## src/rtl/dmt_pkg.sv

```systemverilog
package dmt_pkg;
    localparam int ADDR_W    = 16;
    localparam int DATA_W    = 8;
    localparam int PAGE_W    = 4;
    localparam int NUM_WIN   = 16;
    localparam int NUM_TASK  = 16;
    localparam int WIN_W     = $clog2(NUM_WIN);
    localparam int TASK_W    = $clog2(NUM_TASK);
    localparam int OFF_W     = ADDR_W - WIN_W;
    localparam int ROM_OFF_W = 11;
    localparam int ROM_IMG_W = 2;
    localparam int OVL_BIT   = 5;

    typedef logic [ADDR_W-1:0]    addr_t;
    typedef logic [TASK_W-1:0]    task_id_t;
    typedef logic [PAGE_W-1:0]    page_t;
    typedef logic [WIN_W-1:0]     win_t;
    typedef logic [ROM_IMG_W-1:0] img_t;
    typedef page_t [NUM_WIN-1:0]  page_row_t;

    typedef struct packed {
        task_id_t id;
        logic     overlay;
    } task_state_t;

    typedef enum logic [1:0] {
        RW_LOW   = 2'd0,
        RW_MID   = 2'd1,
        RW_HIGH  = 2'd2,
        RW_FIXED = 2'd3
    } rom_win_e;

    function automatic img_t rom_image_of(rom_win_e w, logic ovl);
        img_t r;
        case (w)
            RW_LOW:  r = ovl ? img_t'(1) : img_t'(2);
            RW_MID:  r = ovl ? img_t'(3) : img_t'(1);
            RW_HIGH: r = ovl ? img_t'(2) : img_t'(0);
            default: r = ovl ? img_t'(2) : img_t'(0);
        endcase
        return r;
    endfunction
endpackage

```

## src/rtl/dmt_task_reg.sv

```systemverilog
module dmt_task_reg
    import dmt_pkg::*;
(
    input  logic                clk,
    input  logic                rst_n,
    input  logic                load,
    input  logic [DATA_W-1:0]   din,
    output task_state_t         st
);
    task_state_t st_d, st_q;

    always_comb begin
        st_d = st_q;
        if (load) begin
            st_d.id      = din[TASK_W-1:0];
            st_d.overlay = din[OVL_BIT];
        end
    end

    always_ff @(posedge clk or negedge rst_n) begin
        if (!rst_n) st_q <= '0;
        else        st_q <= st_d;
    end

    assign st = st_q;

    assert_task_load_R3: assert property (@(posedge clk) disable iff (!rst_n)
        load |=> (st.id == $past(din[TASK_W-1:0]) && st.overlay == $past(din[OVL_BIT])));

    assert_task_hold_R11: assert property (@(posedge clk) disable iff (!rst_n)
        !load |=> $stable(st));
endmodule

```

## src/rtl/dmt_map_file.sv

```systemverilog
module dmt_map_file
    import dmt_pkg::*;
(
    input  logic      clk,
    input  logic      rst_n,
    input  logic      we,
    input  task_id_t  wr_task,
    input  win_t      wr_slot,
    input  page_t     wr_page,
    input  task_id_t  rd_task,
    output page_row_t rd_row
);
    page_row_t rows [NUM_TASK];

    for (genvar t = 0; t < NUM_TASK; t++) begin : g_task
        page_row_t row_d, row_q;

        always_comb begin
            row_d = row_q;
            if (we && wr_task == task_id_t'(t))
                row_d[wr_slot] = wr_page;
        end

        always_ff @(posedge clk) row_q <= row_d;

        assign rows[t] = row_q;
    end

    assign rd_row = rows[rd_task];

    assert_entry_written_R5: assert property (@(posedge clk) disable iff (!rst_n)
        (we && wr_task == rd_task) |=>
            ($stable(rd_task) -> rd_row[$past(wr_slot)] == $past(wr_page)));
endmodule

```

## src/rtl/dmt_translate.sv

```systemverilog
module dmt_translate
    import dmt_pkg::*;
#(
    parameter addr_t TOP_BASE = 16'hFF00,
    parameter addr_t ROM_BASE = 16'hE800,
    parameter logic [ROM_OFF_W-1:0] FIXED_OFF = 11'h700
) (
    input  addr_t                 addr,
    input  logic                  rd,
    input  logic                  wr,
    input  logic                  overlay,
    input  page_row_t             row,
    output addr_t                 phys,
    output logic                  ram_sel,
    output logic                  rom_sel,
    output img_t                  image,
    output logic [ROM_OFF_W-1:0]  offset
);
    localparam int FIX_LOW_W = 8;

    win_t     win;
    page_t    page;
    logic     in_top;
    logic     in_rom;
    addr_t    rom_rel;
    rom_win_e which;

    always_comb begin
        win     = addr[ADDR_W-1 -: WIN_W];
        page    = row[win];
        phys    = {page, addr[OFF_W-1:0]};
        in_top  = addr >= TOP_BASE;
        in_rom  = phys >= ROM_BASE;
        rom_rel = phys - ROM_BASE;
        which   = in_top ? RW_FIXED : rom_win_e'(rom_rel[ROM_OFF_W +: 2]);

        ram_sel = (rd || wr) && !in_top && !in_rom;
        rom_sel = rd && (in_top || in_rom);
        image   = rom_image_of(which, overlay);
        if (in_top)
            offset = FIXED_OFF + {{(ROM_OFF_W-FIX_LOW_W){1'b0}}, addr[FIX_LOW_W-1:0]};
        else
            offset = phys[ROM_OFF_W-1:0];
    end
endmodule

```

## src/rtl/dmt_unit.sv

```systemverilog
module dmt_unit
    import dmt_pkg::*;
#(
    parameter logic [15:0] TASK_ADDR = 16'hFF7F,
    parameter logic [15:0] MAP_BASE  = 16'hFFF0,
    parameter logic [15:0] TOP_BASE  = 16'hFF00,
    parameter logic [15:0] ROM_BASE  = 16'hE800
) (
    input  logic        clk,
    input  logic        rst_n,
    input  logic [15:0] cpu_addr,
    input  logic        cpu_rd,
    input  logic        cpu_wr,
    input  logic [7:0]  cpu_wdata,
    output logic [15:0] phys_addr,
    output logic        ram_sel,
    output logic        rom_sel,
    output logic [1:0]  rom_image,
    output logic [10:0] rom_offset,
    output logic [3:0]  active_task,
    output logic        overlay_on,
    output logic        map_we,
    output logic [3:0]  map_task,
    output logic [3:0]  map_slot,
    output logic [3:0]  map_page
);
    task_state_t ts;
    page_row_t   row;
    logic        task_load;

    assign task_load = cpu_wr && (cpu_addr == TASK_ADDR);
    assign map_we    = cpu_wr && (cpu_addr >= MAP_BASE);
    assign map_task  = ts.id;
    assign map_slot  = cpu_addr[WIN_W-1:0];
    assign map_page  = cpu_wdata[PAGE_W-1:0];

    dmt_task_reg u_task (
        .clk  (clk),
        .rst_n(rst_n),
        .load (task_load),
        .din  (cpu_wdata),
        .st   (ts)
    );

    dmt_map_file u_map (
        .clk    (clk),
        .rst_n  (rst_n),
        .we     (map_we),
        .wr_task(ts.id),
        .wr_slot(map_slot),
        .wr_page(map_page),
        .rd_task(ts.id),
        .rd_row (row)
    );

    dmt_translate #(
        .TOP_BASE(TOP_BASE),
        .ROM_BASE(ROM_BASE)
    ) u_xlat (
        .addr   (cpu_addr),
        .rd     (cpu_rd),
        .wr     (cpu_wr),
        .overlay(ts.overlay),
        .row    (row),
        .phys   (phys_addr),
        .ram_sel(ram_sel),
        .rom_sel(rom_sel),
        .image  (rom_image),
        .offset (rom_offset)
    );

    assign active_task = ts.id;
    assign overlay_on  = ts.overlay;

    assert_top_read_rom_R6: assert property (@(posedge clk) disable iff (!rst_n)
        (cpu_rd && cpu_addr >= MAP_BASE) |-> (rom_sel && !ram_sel));

    assert_sel_exclusive_R8: assert property (@(posedge clk) disable iff (!rst_n)
        !(ram_sel && rom_sel));

    assert_no_table_on_task_R9: assert property (@(posedge clk) disable iff (!rst_n)
        task_load |-> !map_we);
endmodule

```

## config.mk

```make
export PLATFORM = sky130hd
export DESIGN_NAME = dmt_unit
export DESIGN_NICKNAME = d
export VERILOG_FILES = /design/src/rtl/dmt_pkg.sv /design/src/rtl/dmt_task_reg.sv /design/src/rtl/dmt_map_file.sv /design/src/rtl/dmt_translate.sv /design/src/rtl/dmt_unit.sv
export SDC_FILE = /design/constraint.sdc
export NUM_CORES = 1
export LEC_CHECK = 0
export BUFFER_PORTS_ARGS = -buffer_cell sky130_fd_sc_hd__buf_2
export CAP_MARGIN = 20
export CORE_ASPECT_RATIO = 0.8
export CORE_UTILIZATION = 54
export CTS_CLUSTER_SIZE = 40
export DETAILED_ROUTE_END_ITERATION = 10
export GPL_TIMING_DRIVEN = 0
export PLACE_DENSITY = 0.7
export REMOVE_ABC_BUFFERS = 1
export SLEW_MARGIN = 20
export SYNTH_ARGS = -nofsm -noshare
export SYNTH_HDL_FRONTEND = slang
export SYNTH_SLANG_ARGS = --single-unit
```

## constraint.sdc

```tcl
create_clock -name clk -period 9.8 [get_ports clk]
set_clock_uncertainty 0.15 [all_clocks]
set_input_delay 1.96 -clock clk [delete_from_list [all_inputs] [get_ports clk]]
set_output_delay 1.96 -clock clk [all_outputs]
set_load 0.005 [all_outputs]
```

==> impl_metrics.ini <==
[clock_tree]
cts_tree = yes
root_buffer = clkbuf_16
clock_sinks = 1029
holdBufCountCts = 0
numCtsBuffers = 94
clk_latency_ns = 0.67
post_cts_buffers = 0
cts.htree.levels = 3
cts_resized = 0
clkTransAtPathRegs_ns = 0.07
ctsLongestPathBuffers = 3

[sta]
tightest_slew_ns = 1.12
layout_min_cycle_time_ns = 8.06
slew_headroom_pct = 25.1
fmax_ghz = 0.124
hold_viol = 0
slew_violations = 0
period_share_pct = 82.2
final-setup-viol-count = 0
grt_setup_unrepaired = no

[floorplan]
num_rows = 90
ios = 77
die_area_mm2 = 0.0779
die_h_um = 250
initial_core_util_pct = 54.8
die_x_um = 312
coreArea_mm2 = 0.0757

[placed_design]
placedCellCount = 3104
portBuffers = 73
place.gp.congestion = 0.839
hpwl_mm = 60.0
dpl_cell_area_mm2 = 0.0431

[cells_and_area]
final_nets = 2216
synthToLayoutAreaGrowth_pct = 11.2
final_cell_count_no_fill = 3277
fin_util_pct = 60.9
final_cell_area_mm2 = 0.0461
drive_gt1_share_pct = 20.8
antenna_cells = 0

[global_routing]
met2_usage_pct = 38.0
grt_pass1_vias = 21200
grt_pass1_wl_mm = 145
globalRouteMet1Util_pct = 38.3
gr-usage-met3_pct = 6.11
grtUsageTotal_pct = 25.6
top_usage_layer = met1
overflow = 0
antenna_found_initial = 3
grt_max_degree = 149

[hold_path]
hold_class = register to register

[power]
p_per_area_mw_per_mm2 = 187
peakVddDrop_mv = 0.132
p_leak_uw = 0.0138

[logic_synthesis]
synth-seq-cells = 1029
synth_top_cell_by_area = edfxtp_1
syn_area_per_cell_um2 = 19.3
async_flop_share_pct = 0.486
yosysTopAreaCellShare_pct = 74.2
synth_cell_types = 67
synthTopCellsByArea = edfxtp_1 (74%), mux4_2 (9.0%), mux2i_1 (3.0%)
ys_warn_count = 0
seq_area_frac_synth_pct = 74.5
synth_cells = 2146
synth_edf_count = 1024
synth_area_mm2 = 0.0415
synth-main-ff-cell = edfxtp_1

[status]
status = finished, final reports clean

[worst_setup_path]
crit_type = primary input to output pin
worstPathMaxFanout = 35
arrival_ns = 5.95
cp-start-kind = primary input
cp.required_ns = 7.69
endpoint_kind = output pin
r2r_slack_ns = 6.07

[detailed_routing]
wl_per_cell_um = 30.2
num_vias = 21600
finalWirelength_mm = 98.8
drc = 0
first_pass_iters = 6
viasPerCell = 6.58
initialDrtViolationCount = 2997
ant_nets = 0

[run]
cap_violations = 0
## state kept, by name (all words and copies together), names as in the netlist
register	count
u_map.g_task.row_q	1024
u_task.st	5
## cells in the mapped netlist (6+ instances only)
library cell and n:
a31oi_1 6, nand2_1 69, a211o_1 15, o211ai_1 6, edfxtp_1 1024, clkbuf_1 56, mux2i_1 125, o22ai_1 24
mux4_1 44, o221ai_1 23, a21oi_1 13, a221o_1 8, a22o_1 7, a22oi_1 13, nor2_1 284, nand3_1 17
buf_4 52, mux4_2 166, buf_12 7, buf_6 21, a211oi_1 6, mux2_2 22, nor2b_1 12, buf_2 28
o21ai_0 12
## power breakdown
part / internal (uW) / total, uW / switching, uW
clock network: 2050 / 3640 / 1590
registers: 4840 / 4840 / 0.0843
logic: 36.2 / 167 / 130
total: 6920 / 8640 / 1720
## cells by family (layout without fill, tap and decap cells)
logic type,after synthesis,count (layout),synth area share (%)
flops,1029,1029,74.5
compound gates,170,170,3.20
buf+inv,173,292,2.78
mux,357,357,15.4
xor+xnor,1,1,0.0211
simple gates,416,416,4.13
## metal layers
layer	up-vias	share of wire, %	wire (um)
li1	8806	-	-
met1	11200	41	40300
met2	1329	45	44900
met3	185	11	11100
met4	4	2.6	2540
met5	-	0.019	19
## cells in the final DEF (no fill, tap or decap), types with 22 or more instances in the layout
cell       instances
buf_16            29
buf_2             69
clkbuf_1          22
clkbuf_16         98
edfxtp_1        1024
mux2_2            22
mux2i_1          125
mux4_1            44
mux4_2           166
nand2_1           53
nor2_1           283
o221ai_1          23
o22ai_1           24
## layout make-up
| class | count | area [um2] |
|---|---|---|
| fillers | 5214 | 29600 |
| repair buffers | 113 | 1400 |
| multi-input cells | 944 | 9510 |
| flip-flops and latches | 1029 | 30900 |
| clock inverters | 53 | 499 |
| inverters | 6 | 23.8 |
| clock buffers | 120 | 2530 |
| well taps | 1012 | 1270 |
## path summary, 6_finish.rpt
| check | startpoint | end | cells after the start |
|---|---|---|---|
| max | cpu_addr[12] | ram_sel | 9 |
| min | u_task.st[0] | u_task.st[0] | 1 |
| max reg2reg | u_task.st[2] | u_map.g_task[10].row_q[45] | 5 |
| min reg2reg | u_task.st[0] | u_task.st[0] | 1 |
| max in group asynchronous | rst_n | u_task.st[2] | 1 |
| min in group asynchronous | rst_n | u_task.st[4] | 1 |
## worst max-delay path: stages
cell and delay (ns):
buf_2 0.81, inv_2 0.61, nor2_1 0.96, nor4bb_1 0.58, or4_1 0.26, a32oi_2 0.13, o211ai_2 0.24, a32o_1 0.22
buf_2 0.11
## metrics by stage
| stage | TNS, ns | setup WS [ns] | hold slack (ns) | total power (uW) |
|---|---|---|---|---|
| detailed placement | 0 | 1.87 | 0.437 | 5100 |
| global route | 0 | 1.85 | 0.484 | 8840 |
| CTS | 0 | 1.93 | 0.453 | 8660 |
| finish | 0 | 1.74 | 0.451 | 8640 |
| global placement | -5686.92 | -10.10 | 0.405 | 5090 |
| floorplan | -55.89 | -3.30 | 0.411 | 4970 |
Note: power is estimated with default switching activity, not from simulation.
